===== src/rtl/idle_resolver_pkg.sv =====
package idle_resolver_pkg;

  localparam int StW = 3;

  localparam logic [StW-1:0] ST_C0  = 3'd0;
  localparam logic [StW-1:0] ST_C1  = 3'd1;
  localparam logic [StW-1:0] ST_C1E = 3'd2;
  localparam logic [StW-1:0] ST_C2  = 3'd3;
  localparam logic [StW-1:0] ST_C3  = 3'd4;
  localparam logic [StW-1:0] ST_C6  = 3'd5;
  localparam logic [StW-1:0] ST_C7  = 3'd6;

  typedef enum logic [1:0] {
    MODE_ACTIVE,
    MODE_SAVING,
    MODE_DEEP,
    MODE_RESTORING
  } coreMode_e;

  // strobes from the sequencer into the state registers, at most one per core
  typedef struct packed {
    logic followTarget;
    logic enterSave;
    logic enterDeep;
    logic wakeC0;
  } coreStrobe_t;

  // map raw thread codes onto the legal request set
  function automatic logic [StW-1:0] cleanReq(input logic [StW-1:0] raw);
    logic [StW-1:0] v;
    case (raw)
      ST_C2:   v = ST_C1;
      3'd7:    v = ST_C7;
      default: v = raw;
    endcase
    return v;
  endfunction

endpackage


===== src/rtl/idle_min_reduce.sv =====
module idle_min_reduce #(
  parameter int N = 2,
  parameter int W = 3
) (
  input  logic [N*W-1:0] vals,
  output logic [W-1:0]   minVal
);
  always_comb begin
    minVal = vals[W-1:0];
    for (int i = 1; i < N; i++) begin
      if (vals[i*W +: W] < minVal) minVal = vals[i*W +: W];
    end
  end
endmodule


===== src/rtl/idle_datapath.sv =====
module idle_datapath
  import idle_resolver_pkg::*;
#(
  parameter int NC = 2,
  parameter int NT = 2
) (
  input  logic                  clk,
  input  logic                  rstN,
  input  logic [NC*NT*StW-1:0]  threadReq,
  input  logic                  enhancedEn,
  input  logic [NC*NT-1:0]      wakeEvt,
  input  logic [NC*NT-1:0]      intMasked,
  input  logic [NC*NT-1:0]      ioPath,
  input  logic                  platformGrant,
  input  logic                  deepVeto,
  input  coreStrobe_t [NC-1:0]  strobe,
  output logic [NC*StW-1:0]     coreTarget,
  output logic [NC-1:0]         coreWake,
  output logic [NC*StW-1:0]     coreState,
  output logic [StW-1:0]        pkgState
);
  logic [NC-1:0][StW-1:0] coreQ;
  logic [StW-1:0]         pkgQ;
  logic [StW-1:0]         shallowCore;
  logic [StW-1:0]         pkgNext;
  logic                   anyWake;

  for (genvar c = 0; c < NC; c++) begin : g_core
    logic [NT*StW-1:0] cleaned;
    logic [StW-1:0]    rawMin;
    logic [NT-1:0]     thrWake;

    for (genvar t = 0; t < NT; t++) begin : g_thr
      assign cleaned[t*StW +: StW] = cleanReq(threadReq[(c*NT+t)*StW +: StW]);
      // a masked interrupt still wakes a thread parked through the I/O path
      assign thrWake[t] = wakeEvt[c*NT+t] & (~intMasked[c*NT+t] | ioPath[c*NT+t]);
    end

    idle_min_reduce #(.N(NT), .W(StW)) u_thrMin (
      .vals   (cleaned),
      .minVal (rawMin)
    );

    assign coreTarget[c*StW +: StW] = (enhancedEn && rawMin == ST_C1) ? ST_C1E : rawMin;
    assign coreWake[c]              = |thrWake;

    always_ff @(posedge clk) begin
      if (!rstN) begin
        coreQ[c] <= ST_C0;
      end else if (strobe[c].wakeC0) begin
        coreQ[c] <= ST_C0;
      end else if (strobe[c].enterSave) begin
        coreQ[c] <= ST_C3;
      end else if (strobe[c].followTarget || strobe[c].enterDeep) begin
        coreQ[c] <= coreTarget[c*StW +: StW];
      end
    end

    assign coreState[c*StW +: StW] = coreQ[c];

    p_strobe_excl_r6 : assert property (@(posedge clk) disable iff (!rstN)
      $onehot0(strobe[c]));

    p_core_wake_r5 : assert property (@(posedge clk) disable iff (!rstN)
      coreWake[c] |=> coreQ[c] == ST_C0);
  end

  idle_min_reduce #(.N(NC), .W(StW)) u_coreMin (
    .vals   (coreState),
    .minVal (shallowCore)
  );

  assign anyWake = |coreWake;

  always_comb begin
    if (anyWake || !platformGrant || shallowCore < ST_C3) begin
      pkgNext = ST_C0;
    end else if (deepVeto) begin
      pkgNext = ST_C2;
    end else begin
      pkgNext = shallowCore;
    end
  end

  always_ff @(posedge clk) begin
    if (!rstN) pkgQ <= ST_C0;
    else       pkgQ <= pkgNext;
  end

  assign pkgState = pkgQ;

  p_pkg_wake_r5 : assert property (@(posedge clk) disable iff (!rstN)
    anyWake |=> pkgQ == ST_C0);

  p_pkg_grant_r9 : assert property (@(posedge clk) disable iff (!rstN)
    !platformGrant |=> pkgQ == ST_C0);

  p_pkg_c2_r10 : assert property (@(posedge clk) disable iff (!rstN)
    pkgQ == ST_C2 |-> $past(deepVeto && platformGrant));

endmodule


===== src/rtl/idle_control.sv =====
module idle_control
  import idle_resolver_pkg::*;
#(
  parameter int NC = 2
) (
  input  logic                 clk,
  input  logic                 rstN,
  input  logic [NC*StW-1:0]    coreTarget,
  input  logic [NC-1:0]        coreWake,
  input  logic [NC-1:0]        saveAck,
  input  logic [NC-1:0]        restoreAck,
  output coreStrobe_t [NC-1:0] strobe,
  output logic [NC-1:0]        saveReq,
  output logic [NC-1:0]        restoreReq,
  output logic [NC-1:0]        powerOff
);
  for (genvar c = 0; c < NC; c++) begin : g_seq
    coreMode_e      modeQ, modeNext;
    coreStrobe_t    stb;
    logic [StW-1:0] tgt;
    logic           wantDeep;

    assign tgt      = coreTarget[c*StW +: StW];
    assign wantDeep = tgt >= ST_C6;

    always_comb begin
      modeNext = modeQ;
      stb      = '0;
      unique case (modeQ)
        MODE_ACTIVE: begin
          if (coreWake[c]) begin
            stb.wakeC0 = 1'b1;
          end else if (wantDeep) begin
            stb.enterSave = 1'b1;
            modeNext      = MODE_SAVING;
          end else begin
            stb.followTarget = 1'b1;
          end
        end
        MODE_SAVING: begin
          if (coreWake[c]) begin
            stb.wakeC0 = 1'b1;
            modeNext   = MODE_ACTIVE;
          end else if (!wantDeep) begin
            stb.followTarget = 1'b1;
            modeNext         = MODE_ACTIVE;
          end else if (saveAck[c]) begin
            stb.enterDeep = 1'b1;
            modeNext      = MODE_DEEP;
          end
        end
        MODE_DEEP: begin
          if (coreWake[c] || !wantDeep) begin
            stb.wakeC0 = 1'b1;
            modeNext   = MODE_RESTORING;
          end else begin
            stb.enterDeep = 1'b1;
          end
        end
        MODE_RESTORING: begin
          if (restoreAck[c]) modeNext = MODE_ACTIVE;
        end
        default: modeNext = MODE_ACTIVE;
      endcase
    end

    always_ff @(posedge clk) begin
      if (!rstN) modeQ <= MODE_ACTIVE;
      else       modeQ <= modeNext;
    end

    assign strobe[c]     = stb;
    assign saveReq[c]    = modeQ == MODE_SAVING;
    assign restoreReq[c] = modeQ == MODE_RESTORING;
    assign powerOff[c]   = modeQ == MODE_DEEP;

    p_off_after_save_r6 : assert property (@(posedge clk) disable iff (!rstN)
      $rose(powerOff[c]) |-> $past(saveAck[c]));

    p_save_abort_r7 : assert property (@(posedge clk) disable iff (!rstN)
      (saveReq[c] && coreWake[c]) |=> !saveReq[c]);

    p_restore_hold_r8 : assert property (@(posedge clk) disable iff (!rstN)
      (restoreReq[c] && !restoreAck[c]) |=> restoreReq[c]);

    p_power_first_r8 : assert property (@(posedge clk) disable iff (!rstN)
      $fell(powerOff[c]) |-> restoreReq[c]);
  end
endmodule


===== src/rtl/idle_resolver.sv =====
module idle_resolver
  import idle_resolver_pkg::*;
#(
  parameter int NUM_CORES        = 2,
  parameter int THREADS_PER_CORE = 2
) (
  input  logic                                      clk,
  input  logic                                      rstN,
  input  logic [NUM_CORES*THREADS_PER_CORE*3-1:0]   threadReq,
  input  logic                                      enhancedEn,
  input  logic [NUM_CORES*THREADS_PER_CORE-1:0]     wakeEvt,
  input  logic [NUM_CORES*THREADS_PER_CORE-1:0]     intMasked,
  input  logic [NUM_CORES*THREADS_PER_CORE-1:0]     ioPath,
  input  logic                                      platformGrant,
  input  logic                                      deepVeto,
  input  logic [NUM_CORES-1:0]                      saveAck,
  input  logic [NUM_CORES-1:0]                      restoreAck,
  output logic [NUM_CORES*3-1:0]                    coreState,
  output logic [2:0]                                pkgState,
  output logic [NUM_CORES-1:0]                      saveReq,
  output logic [NUM_CORES-1:0]                      restoreReq,
  output logic [NUM_CORES-1:0]                      powerOff
);
  coreStrobe_t [NUM_CORES-1:0] strobe;
  logic [NUM_CORES*StW-1:0]    coreTarget;
  logic [NUM_CORES-1:0]        coreWake;

  idle_datapath #(.NC(NUM_CORES), .NT(THREADS_PER_CORE)) u_datapath (
    .clk           (clk),
    .rstN          (rstN),
    .threadReq     (threadReq),
    .enhancedEn    (enhancedEn),
    .wakeEvt       (wakeEvt),
    .intMasked     (intMasked),
    .ioPath        (ioPath),
    .platformGrant (platformGrant),
    .deepVeto      (deepVeto),
    .strobe        (strobe),
    .coreTarget    (coreTarget),
    .coreWake      (coreWake),
    .coreState     (coreState),
    .pkgState      (pkgState)
  );

  idle_control #(.NC(NUM_CORES)) u_control (
    .clk        (clk),
    .rstN       (rstN),
    .coreTarget (coreTarget),
    .coreWake   (coreWake),
    .saveAck    (saveAck),
    .restoreAck (restoreAck),
    .strobe     (strobe),
    .saveReq    (saveReq),
    .restoreReq (restoreReq),
    .powerOff   (powerOff)
  );
endmodule


===== config.mk =====
export PLATFORM = sky130hd
export DESIGN_NAME = idle_resolver
export DESIGN_NICKNAME = d
export VERILOG_FILES = /design/src/rtl/idle_resolver_pkg.sv /design/src/rtl/idle_min_reduce.sv /design/src/rtl/idle_datapath.sv /design/src/rtl/idle_control.sv /design/src/rtl/idle_resolver.sv
export SDC_FILE = /design/constraint.sdc
export NUM_CORES = 1
export LEC_CHECK = 0
export ABC_CLOCK_PERIOD_IN_PS = 2750
export CORE_MARGIN = 2
export CORE_UTILIZATION = 40
export DETAILED_ROUTE_END_ITERATION = 12
export PLACE_DENSITY_LB_ADDON = 0.1
export SYNTH_ARGS = -nofsm -noshare
export SYNTH_HDL_FRONTEND = slang
export SYNTH_HIERARCHICAL = 1
export SYNTH_SLANG_ARGS = --single-unit

===== constraint.sdc =====
create_clock -name clk -period 2.75 [get_ports clk]
set_input_delay 0.55 -clock clk [delete_from_list [all_inputs] [get_ports clk]]
set_output_delay 0.55 -clock clk [all_outputs]
set_load 0.1 [all_outputs]

==> impl_metrics.toml, run 1 <==
[clocking]
cts_root_buffer = "sky130_fd_sc_hd__clkbuf_4"
clock_tree.buffer_depth = 2
htreeDepth = 1
cts_inserted_buffers = 3
cts_hold_buffers = 0
clk_pin_slew_worst_paths_ns = 0.09
worstSkewPairLatency_ns = 0.27
clock_sinks = 13
tritoncts_clock_tree = "yes"

[detailed_routing]
ant_nets = 0
drt_pre_antenna_iters = 4
remaining_drc_errors = 0
via_count = 1529
first_iter_violations = 78
vias_per_cell = 5.10
routed_wire_length_per_instance_microns = 12.9
detail_route.wirelength_mm = 3.87

[setup_path]
timing.critical_path.buf_inv = 3
cp_slowest_stage_delay_ns = 0.39
r2r_end = "u_datapath/coreState[1]"
cp_cell_sequence = "buf_8 -> inv_6 -> a21boi_4 -> inv_2 -> ha_4 -> nand2_4 -> o21ai_4 -> mux2_4 -> o31a_1 -> o21a_2 -> and3_4 -> or3b_4 -> nor2_4 -> o21a_1"
crit_path_top_delay_cell = "sky130_fd_sc_hd__or3b_4"
cp-startpoint = "threadReq[2]"
worstSetupPathType = "input pin to flop"
cp_max_fo = 4
cp.depth = 14
critical_path.top_delay_family = "compound AO/OA/AOI/OAI gates"
critical_path.endpoint = "u_datapath/coreState[1]"
critical_path_arrival_ns = 2.98
timing.reg2reg.worst_path_depth = 7
crit_path_start_kind = "input pin"
r2r_slack_ns = 0.94
worstPathRequired_ns = 2.98
setup.worst_path.end_class = "flop"

[yosys]
synth-edff-count = 0
ys_async_sr_fraction = 0
ys_dominant_reg_cell = "sky130_fd_sc_hd__dfxtp_1"
syn_inst = 178
synth.ff_latch_count = 13
synth.lib_cells_used.distinct = 41
warnings_from_yosys = 6
sequential_share_of_the_synthesized_area = 0.186
synthesis.area_per_instance_sq_um = 7.88
synth_nets = 228
syn-cell-area_sq_um = 1400

[layout]
finalCoreUtilization = 0.699
final_net_count = 305
postLayoutCellArea_sq_um = 2350
mostFrequentLayoutCell = "sky130_fd_sc_hd__buf_4"
areaGrowthSynthToFinish_pct = 67.6
drive_above_1_share = 0.425
mostFrequentLayoutCells = "sky130_fd_sc_hd__buf_4 (45), sky130_fd_sc_hd__clkdlybuf4s50_1 (20), sky130_fd_sc_hd__inv_1 (19)"
insertedDiodeCount = 0

[sta]
clock-skew-final_ns = 0.00624
final_max_tran_viols = 0
timing.final.crit_share = 1.00
setup_total_negative_slack_ns = -0.00680
grt_setup_unrepaired = "true"
timing.final.ws_setup_ns = -0.00680
achievable-frequency_mhz = 363
slew_worst_pin_ns = 0.427
finalSetupViolations = 1
timing.final.hold_violations = 0
period_minus_slack_ns = 2.76
max_slew_margin = 0.714

[floorplan]
vertical_die_dimension_microns = 63.2
floorplan.io_pins = 48
design.core.area_sq_um = 3360
die_x_microns = 63.2
placement_rows = 21
die_area_sq_um = 4000
start_util = 0.417

[run_status]
violations = "negative setup slack"
run_status = "finished, violations left"

[global_routing]
global_route.peak_usage_layer = "met2"
gr-usage-met2 = 0.371
grt_util_all_layers = 0.192
grt_util_met1 = 0.217
antenna_found_initial = 0
grt_pass1_vias = 1571
grt.overflow.total = 0
first_pass_grt_wire_length_mm = 6.45
global_route.usage.met3 = 0.0286
grt_start_max_net_pins = 11

[placed_design]
post-place-ws_ns = -0.885
finalWeightedCongestion = 0.857
number_of_buffer_cells_added_on_primary_ports = 47
detailed_place.area_sq_um = 2110
dp_hpwl_mm = 2.95

[flow_run]
max_cap_viol_count = 0

[power_and_ir_drop]
report.power.total_mw = 0.927
leakagePower_nw = 1.04
power.density_cell_area_nw_per_um2 = 394
irDropWorstVdd_uv = 267

[hold_path]
worstHoldPathType = "flop to flop"
-- final cells by class --
type	instances	area, sq um
clock buffers	4	26.3
fillers	286	1010
inverters	25	98.8
multi-input cells	134	1240
flip-flops and latches	13	260
well taps	46	57.6
repair buffers	78	664
-- routing by layer --
| layer | share of wire | wire (microns) | vias to the layer above |
|---|---|---|---|
| li1 | - | - | 789 |
| met1 | 0.42 | 1630 | 697 |
| met2 | 0.53 | 2040 | 39 |
| met3 | 0.046 | 177 | 4 |
| met4 | 0.0075 | 29 | 0 |
| met5 | 0 | 0 | - |
-- per-stage QoR --
stage          hold slack, ns  cells
2_1_floorplan           0.530    178
3_3_place_gp            0.488    292
3_5_place_dp            0.496    292
4_1_cts                 0.509    300
5_1_grt                 0.535    300
6_report                0.506    300
-- cell usage after synthesis (3+ instances only) --
cell	number	share of area
sky130_fd_sc_hd__inv_1	25	0.067
sky130_fd_sc_hd__ha_1	17	0.15
sky130_fd_sc_hd__dfxtp_1	13	0.19
sky130_fd_sc_hd__nand2_1	12	0.032
sky130_fd_sc_hd__o21ai_0	12	0.043
sky130_fd_sc_hd__a21boi_0	9	0.048
sky130_fd_sc_hd__nor2_1	9	0.024
sky130_fd_sc_hd__a21oi_1	7	0.025
sky130_fd_sc_hd__clkbuf_1	6	0.016
sky130_fd_sc_hd__mux2_1	6	0.048
sky130_fd_sc_hd__nor3_1	6	0.021
sky130_fd_sc_hd__nand2b_1	5	0.022
sky130_fd_sc_hd__nor2b_1	5	0.022
sky130_fd_sc_hd__o21a_1	4	0.021
sky130_fd_sc_hd__o21ai_2	4	0.025
sky130_fd_sc_hd__a21oi_2	3	0.019
sky130_fd_sc_hd__a311oi_1	3	0.019
-- worst min path at each step --
stage,from,endpoint,depth (start not counted)
2_1_floorplan,flop,flop,2
3_3_place_gp,u_datapath/coreState[2],u_datapath/coreState[2],2
3_5_place_dp,u_datapath/coreState[0],u_datapath/coreState[0],2
4_1_cts,u_datapath/coreState[0],u_datapath/coreState[0],2
5_1_grt,u_datapath/coreState[0],u_datapath/coreState[0],2
6_report,u_datapath/coreState[3],u_datapath/coreState[3],2
-- power by group --
part	leakage, nW	internal, mW	switching, mW
Combinational	0.918	0.262	0.322
Sequential	0.105	0.203	0.0209
Clock	0.0150	0.0561	0.0628
Total	1.04	0.521	0.406
-- cells by family after synthesis --
group | after synthesis | synth area share
AO/OA/AOI/OAI | 61 | 0.323
flip-flops | 13 | 0.186
AND/OR/NAND/NOR | 50 | 0.209
adder cells (fa/ha/maj) | 17 | 0.152
multiplexers | 6 | 0.0482
buffers and inverters | 31 | 0.0830
-- timing repair --
action,CTS,global route
gates resized for setup,68,28
pin swaps,21,18
setup endpoints to repair,10,6
gates cloned,0,0
setup buffers,4,0
-- worst register-to-register path, stage by stage, from the launching register on --
cell	delay [ns]
sky130_fd_sc_hd__dfxtp_1	0.44
sky130_fd_sc_hd__inv_1	0.12
sky130_fd_sc_hd__ha_1	0.28
sky130_fd_sc_hd__o21ai_0	0.19
sky130_fd_sc_hd__a21oi_1	0.11
sky130_fd_sc_hd__or3b_4	0.42
sky130_fd_sc_hd__nor2_4	0.09
sky130_fd_sc_hd__o21a_1	0.11
(Power assumes the default switching activity.)
==> run 2, diff against run 1 <==
--- a/config.mk
+++ b/config.mk
@@ -9,6 +9,7 @@
 export CORE_MARGIN = 2
 export CORE_UTILIZATION = 40
 export DETAILED_ROUTE_END_ITERATION = 12
+export GPL_TIMING_DRIVEN = 0
 export PLACE_DENSITY_LB_ADDON = 0.1
 export SYNTH_ARGS = -nofsm -noshare
 export SYNTH_HDL_FRONTEND = slang
==> run 2 against run 1 <==
Compared with the run above: the flow still finishes with violations (negative setup slack); setup slack lost 0.061 ns; clock power fell by 3%; register-to-register slack lost 0.15 ns; non-clock buffer count fell by 10; maximum frequency decreased by 2.1%; via count up 0.13%; die area did not move; hold slack worse by 0.017 ns; combinational power is 1% lower; largest cell class unchanged; clock skew grew 0.0016 ns; cell area down 0.53%; routed wire length is 0.18% lower.
==> impl_metrics.toml, run 2 (same netlist as run 1, synthesis figures left out) <==
[run_status]
run_status = "finished, violations left"
violations = "negative setup slack"

[detailed_routing]
routed_wire_length_per_instance_microns = 13.3
via_count = 1531
vias_per_cell = 5.28
ant_nets = 0
drt_pre_antenna_iters = 4
detail_route.wirelength_mm = 3.87
first_iter_violations = 74
remaining_drc_errors = 0

[floorplan]
design.core.area_sq_um = 3360
floorplan.io_pins = 48
vertical_die_dimension_microns = 63.2
start_util = 0.417
die_area_sq_um = 4000
placement_rows = 21
die_x_microns = 63.2

[clocking]
clk_pin_slew_worst_paths_ns = 0.08
tritoncts_clock_tree = "yes"
cts_hold_buffers = 0
worstSkewPairLatency_ns = 0.27
cts_root_buffer = "sky130_fd_sc_hd__clkbuf_4"
clock_sinks = 13
cts_inserted_buffers = 3
clock_tree.buffer_depth = 2
htreeDepth = 1

[layout]
filler_cell_count = 293
postLayoutCellArea_sq_um = 2340
areaGrowthSynthToFinish_pct = 66.7
mostFrequentLayoutCell = "sky130_fd_sc_hd__clkdlybuf4s50_1"
insertedDiodeCount = 0
final_net_count = 295
drive_above_1_share = 0.348
mostFrequentLayoutCells = "sky130_fd_sc_hd__clkdlybuf4s50_1 (31), sky130_fd_sc_hd__inv_1 (20), sky130_fd_sc_hd__ha_1 (13), sky130_fd_sc_hd__dfxtp_1 (13), sky130_fd_sc_hd__buf_4 (12)"
finalCoreUtilization = 0.695

[sta]
final_max_tran_viols = 0
slew_worst_pin_ns = 0.975
grt_setup_unrepaired = "true"
timing.final.hold_violations = 0
timing.final.ws_setup_ns = -0.0673
achievable-frequency_mhz = 355
timing.final.crit_share = 1.02
post_route_worst_hold_slack_ns = 0.489
max_slew_margin = 0.348
clock-skew-final_ns = 0.00783
period_minus_slack_ns = 2.82
finalSetupViolations = 4

[setup_path]
crit_path_start_kind = "input pin"
worstPathRequired_ns = 2.91
cp_cell_sequence = "buf_8 -> a21boi_4 -> inv_2 -> ha_4 -> nand2_4 -> o21ai_4 -> mux2_4 -> o31a_1 -> o21ai_4 -> buf_6 -> buf_6 -> o21ai_2 -> a21oi_2 -> or3b_4 -> nor2_2 -> o21a_1"
cp.depth = 16
crit_path_top_delay_cell = "sky130_fd_sc_hd__mux2_4"
timing.reg2reg.worst_path_depth = 7
critical_path.top_delay_family = "compound AO/OA/AOI/OAI gates"
cp_max_fo = 3
cp-startpoint = "threadReq[6]"
worstSetupPathType = "input pin to flop"
worst_r2r_startpoint = "u_control/g_seq[1].modeQ[0]"
setup.worst_path.end_class = "flop"
critical_path_arrival_ns = 2.98
timing.critical_path.buf_inv = 4
cp_slowest_stage_delay_ns = 0.33

[global_routing]
grt_util_all_layers = 0.186
grt_pass1_vias = 1522
antenna_found_initial = 0
grt_start_max_net_pins = 11
first_pass_grt_wire_length_mm = 6.24
grt.overflow.total = 0

[placed_design]
finalWeightedCongestion = 0.831
detailed_place.area_sq_um = 1970
dp_hpwl_mm = 2.78
number_of_buffer_cells_added_on_primary_ports = 47

[power_and_ir_drop]
power.density_cell_area_nw_per_um2 = 391
leakagePower_nw = 0.976
report.power.total_mw = 0.915
irDropWorstVdd_uv = 230

[hold_path]
hold_path.startpoint = "u_datapath/coreState[0]"
worst_hold_path.num_cells = 2
worstHoldPathType = "flop to flop"

[flow_run]
max_cap_viol_count = 0
-- run 2: power breakdown --
| part | leakage [nW] | switching (mW) | internal, mW |
|---|---|---|---|
| combinational | 0.855 | 0.329 | 0.248 |
| clock | 0.0150 | 0.0586 | 0.0561 |
| sequential | 0.105 | 0.0209 | 0.203 |
| total | 0.976 | 0.408 | 0.507 |
-- run 2: stage by stage --
step	setup WS [ns]	setup TNS, ns	std cells
floorplan	-0.118	-0.308	178
global placement	-0.789	-6.58	271
detailed placement	-0.887	-7.48	271
CTS	-0.0724	-0.145	289
global route	-0.149	-0.795	290
finish	-0.0673	-0.146	290
-- run 2: timing repair --
action                                  4_1_cts  5_1_grt
buffers inserted                             14        2
gates resized for setup                      77       38
pin swaps                                    24       27
endpoints found under the setup margin       13       10
-- run 2: layer usage --
metal	wire (microns)	GRT usage	share of wire	vias to the layer above
li1	-	-	-	773
met1	1580	0.212	0.41	717
met2	2100	0.366	0.54	39
met3	178	0.0232	0.046	2
met4	14	0.0408	0.0036	0
met5	0	0	0	-
-- run 2: cell type report --
type | instances | area, sq um | area share
Buffer | 6 | 32.5 | 0.0139
Clock buffer | 4 | 26.3 | 0.0112
Inverter | 25 | 101 | 0.0433
Multi-Input combinational cell | 134 | 1280 | 0.549
Sequential cell | 13 | 260 | 0.111
Tap cell | 46 | 57.6 | 0.0246
Timing Repair Buffer | 62 | 576 | 0.246
-- run 2: path summary, 6_finish.rpt --
check | end | slack, ns
setup / recovery | u_datapath/coreState[4] | -0.07
hold / removal | u_datapath/coreState[0] | 0.49
setup reg to reg | u_datapath/coreState[4] | 0.79
hold reg to reg | u_datapath/coreState[0] | 0.49
-- run 2: tightest hold or removal path: stages (launching register included) --
cell                      delay, ns
sky130_fd_sc_hd__dfxtp_1       0.34
sky130_fd_sc_hd__nand2_1       0.06
sky130_fd_sc_hd__a21oi_1       0.05
==> run 3, diff against run 2 <==
--- a/config.mk
+++ b/config.mk
@@ -6,10 +6,10 @@
 export NUM_CORES = 1
 export LEC_CHECK = 0
 export ABC_CLOCK_PERIOD_IN_PS = 2750
-export CORE_MARGIN = 2
+export CORE_MARGIN = 3
 export CORE_UTILIZATION = 40
 export DETAILED_ROUTE_END_ITERATION = 12
-export GPL_TIMING_DRIVEN = 0
+export GPL_TIMING_DRIVEN = 1
 export PLACE_DENSITY_LB_ADDON = 0.1
 export SYNTH_ARGS = -nofsm -noshare
 export SYNTH_HDL_FRONTEND = slang
==> run 3 against run 2 <==
Compared with the run above: the flow still finishes with violations (negative setup slack); global-route usage rose by 0.97 points; sequential cell count unchanged; non-clock buffer count up 18; die area increased by 6.4%; largest power group unchanged; sequential share of layout area shrank 0.22 points.
==> impl_metrics.toml, run 3 (same netlist as run 1, synthesis figures left out) <==
[floorplan]
placement_rows = 20
start_util = 0.438
floorplan.io_pins = 48
vertical_die_dimension_microns = 65.2
design.core.area_sq_um = 3200
die_x_microns = 65.2
die_area_sq_um = 4250

[detailed_routing]
vias_per_cell = 5.41
routed-wl-met2_mm = 2.46
drt_pre_antenna_iters = 4
routed_wire_length_per_instance_microns = 14.3
topRoutingLayerUsed = "met4"
ant_nets = 0
remaining_drc_errors = 0
via_count = 1655
first_iter_violations = 61
detail_route.wirelength_mm = 4.38
routedLengthMet1_mm = 1.61
routed_wire_length_on_met3_microns = 218

[placed_design]
post-place-ws_ns = -0.863
finalWeightedCongestion = 0.757
place_inst = 287
dp_hpwl_mm = 3.28
number_of_buffer_cells_added_on_primary_ports = 47

[layout]
finalCoreUtilization = 0.745
drive_above_1_share = 0.431
filler_cell_count = 242
final_net_count = 313
final_cells = 306
mostFrequentLayoutCell = "sky130_fd_sc_hd__buf_4"
mostFrequentLayoutCells = "sky130_fd_sc_hd__buf_4 (50), sky130_fd_sc_hd__inv_1 (21), sky130_fd_sc_hd__clkdlybuf4s50_1 (20)"
insertedDiodeCount = 0
areaGrowthSynthToFinish_pct = 70.1

[clocking]
cts_hold_buffers = 0
worstSkewPairLatency_ns = 0.28
clk_pin_slew_worst_paths_ns = 0.08
htreeDepth = 1
clock_sinks = 13
cts_inserted_buffers = 3
tritoncts_clock_tree = "yes"
clock_tree.buffer_depth = 2
cts_root_buffer = "sky130_fd_sc_hd__clkbuf_4"

[setup_path]
cp_max_fo = 3
critical_path_arrival_ns = 3.02
setup.worst_path.end_class = "flop"
worstSetupPathType = "input pin to flop"
crit_path_start_kind = "input pin"
worstPathRequired_ns = 2.98

[power_and_ir_drop]
leakagePower_nw = 1.07
power.density_cell_area_nw_per_um2 = 400
report.power.total_mw = 0.954
irDropWorstVdd_uv = 372

[sta]
clock-skew-final_ns = 0.00372
max_slew_margin = 0.726
finalSetupViolations = 3
period_minus_slack_ns = 2.79
timing.final.ws_setup_ns = -0.0430
final_max_tran_viols = 0
achievable-frequency_mhz = 358
timing.final.hold_violations = 0
timing.final.crit_share = 1.02
grt_setup_unrepaired = "true"
setup_total_negative_slack_ns = -0.112
slew_worst_pin_ns = 0.407

[global_routing]
grt_start_max_net_pins = 11
first_pass_grt_wire_length_mm = 6.74
antenna_found_initial = 0
grt_util_all_layers = 0.196
grt_pass1_vias = 1714
grt.overflow.total = 0

[hold_path]
worstHoldPathType = "flop to flop"

[flow_run]
max_cap_viol_count = 0

[run_status]
violations = "negative setup slack"
run_status = "finished, violations left"
-- run 3: worst max-delay path, cell delays in order --
cell,delay (ns)
sky130_fd_sc_hd__buf_8,0.08
sky130_fd_sc_hd__inv_6,0.02
sky130_fd_sc_hd__a21boi_2,0.14
sky130_fd_sc_hd__inv_1,0.05
sky130_fd_sc_hd__ha_1,0.27
sky130_fd_sc_hd__nand2_1,0.06
sky130_fd_sc_hd__o21ai_2,0.20
sky130_fd_sc_hd__mux2_4,0.33
sky130_fd_sc_hd__o31a_1,0.33
sky130_fd_sc_hd__o21a_2,0.25
sky130_fd_sc_hd__and3_4,0.15
sky130_fd_sc_hd__or3b_4,0.37
sky130_fd_sc_hd__nor2_2,0.08
sky130_fd_sc_hd__o21a_1,0.12
-- run 3: layout make-up --
class | instances | area, sq um | area share
Multi-Input combinational cell | 134 | 1220 | 0.510
Timing Repair Buffer | 86 | 728 | 0.305
Sequential cell | 13 | 260 | 0.109
Inverter | 25 | 98.8 | 0.0414
Tap cell | 44 | 55.1 | 0.0231
Clock buffer | 4 | 26.3 | 0.0110
-- run 3: metrics by stage --
stage               cell area, sq um  hold slack [ns]
detailed placement              2090            0.489
finish                          2390            0.511
global placement                2090            0.483
CTS                             2230            0.500
global route                    2390            0.524
floorplan                       1440            0.530
-- run 3: worst paths after layout --
| path | start | endpoint | slack (ns) | cells past startpoint |
|---|---|---|---|---|
| setup / recovery | threadReq[2] | u_datapath/coreState[1] | -0.04 | 14 |
| hold reg to reg | u_datapath/coreState[3] | u_datapath/coreState[3] | 0.51 | 2 |
| hold / removal | u_datapath/coreState[3] | u_datapath/coreState[3] | 0.51 | 2 |
| setup reg to reg | u_control/g_seq[1].modeQ[0] | u_datapath/coreState[4] | 0.84 | 7 |
-- run 3: repair_timing --
item,4_1_cts,5_1_grt
setup buffers,9,6
pin swaps,23,20
gates cloned,0,0
setup endpoints to repair,10,8
resized for setup,62,28
-- run 3: report_power, final --
part	switching, mW	internal (mW)
combinational	0.334	0.274
clock	0.0660	0.0564
sequential	0.0206	0.203
-- run 3: routing by layer --
metal / GRT usage / up-vias
met1: 0.187 / 782
met3: 0.0427 / 14
li1: - / 799
met2: 0.397 / 60
met5: 0 / -
met4: 0.0751 / 0
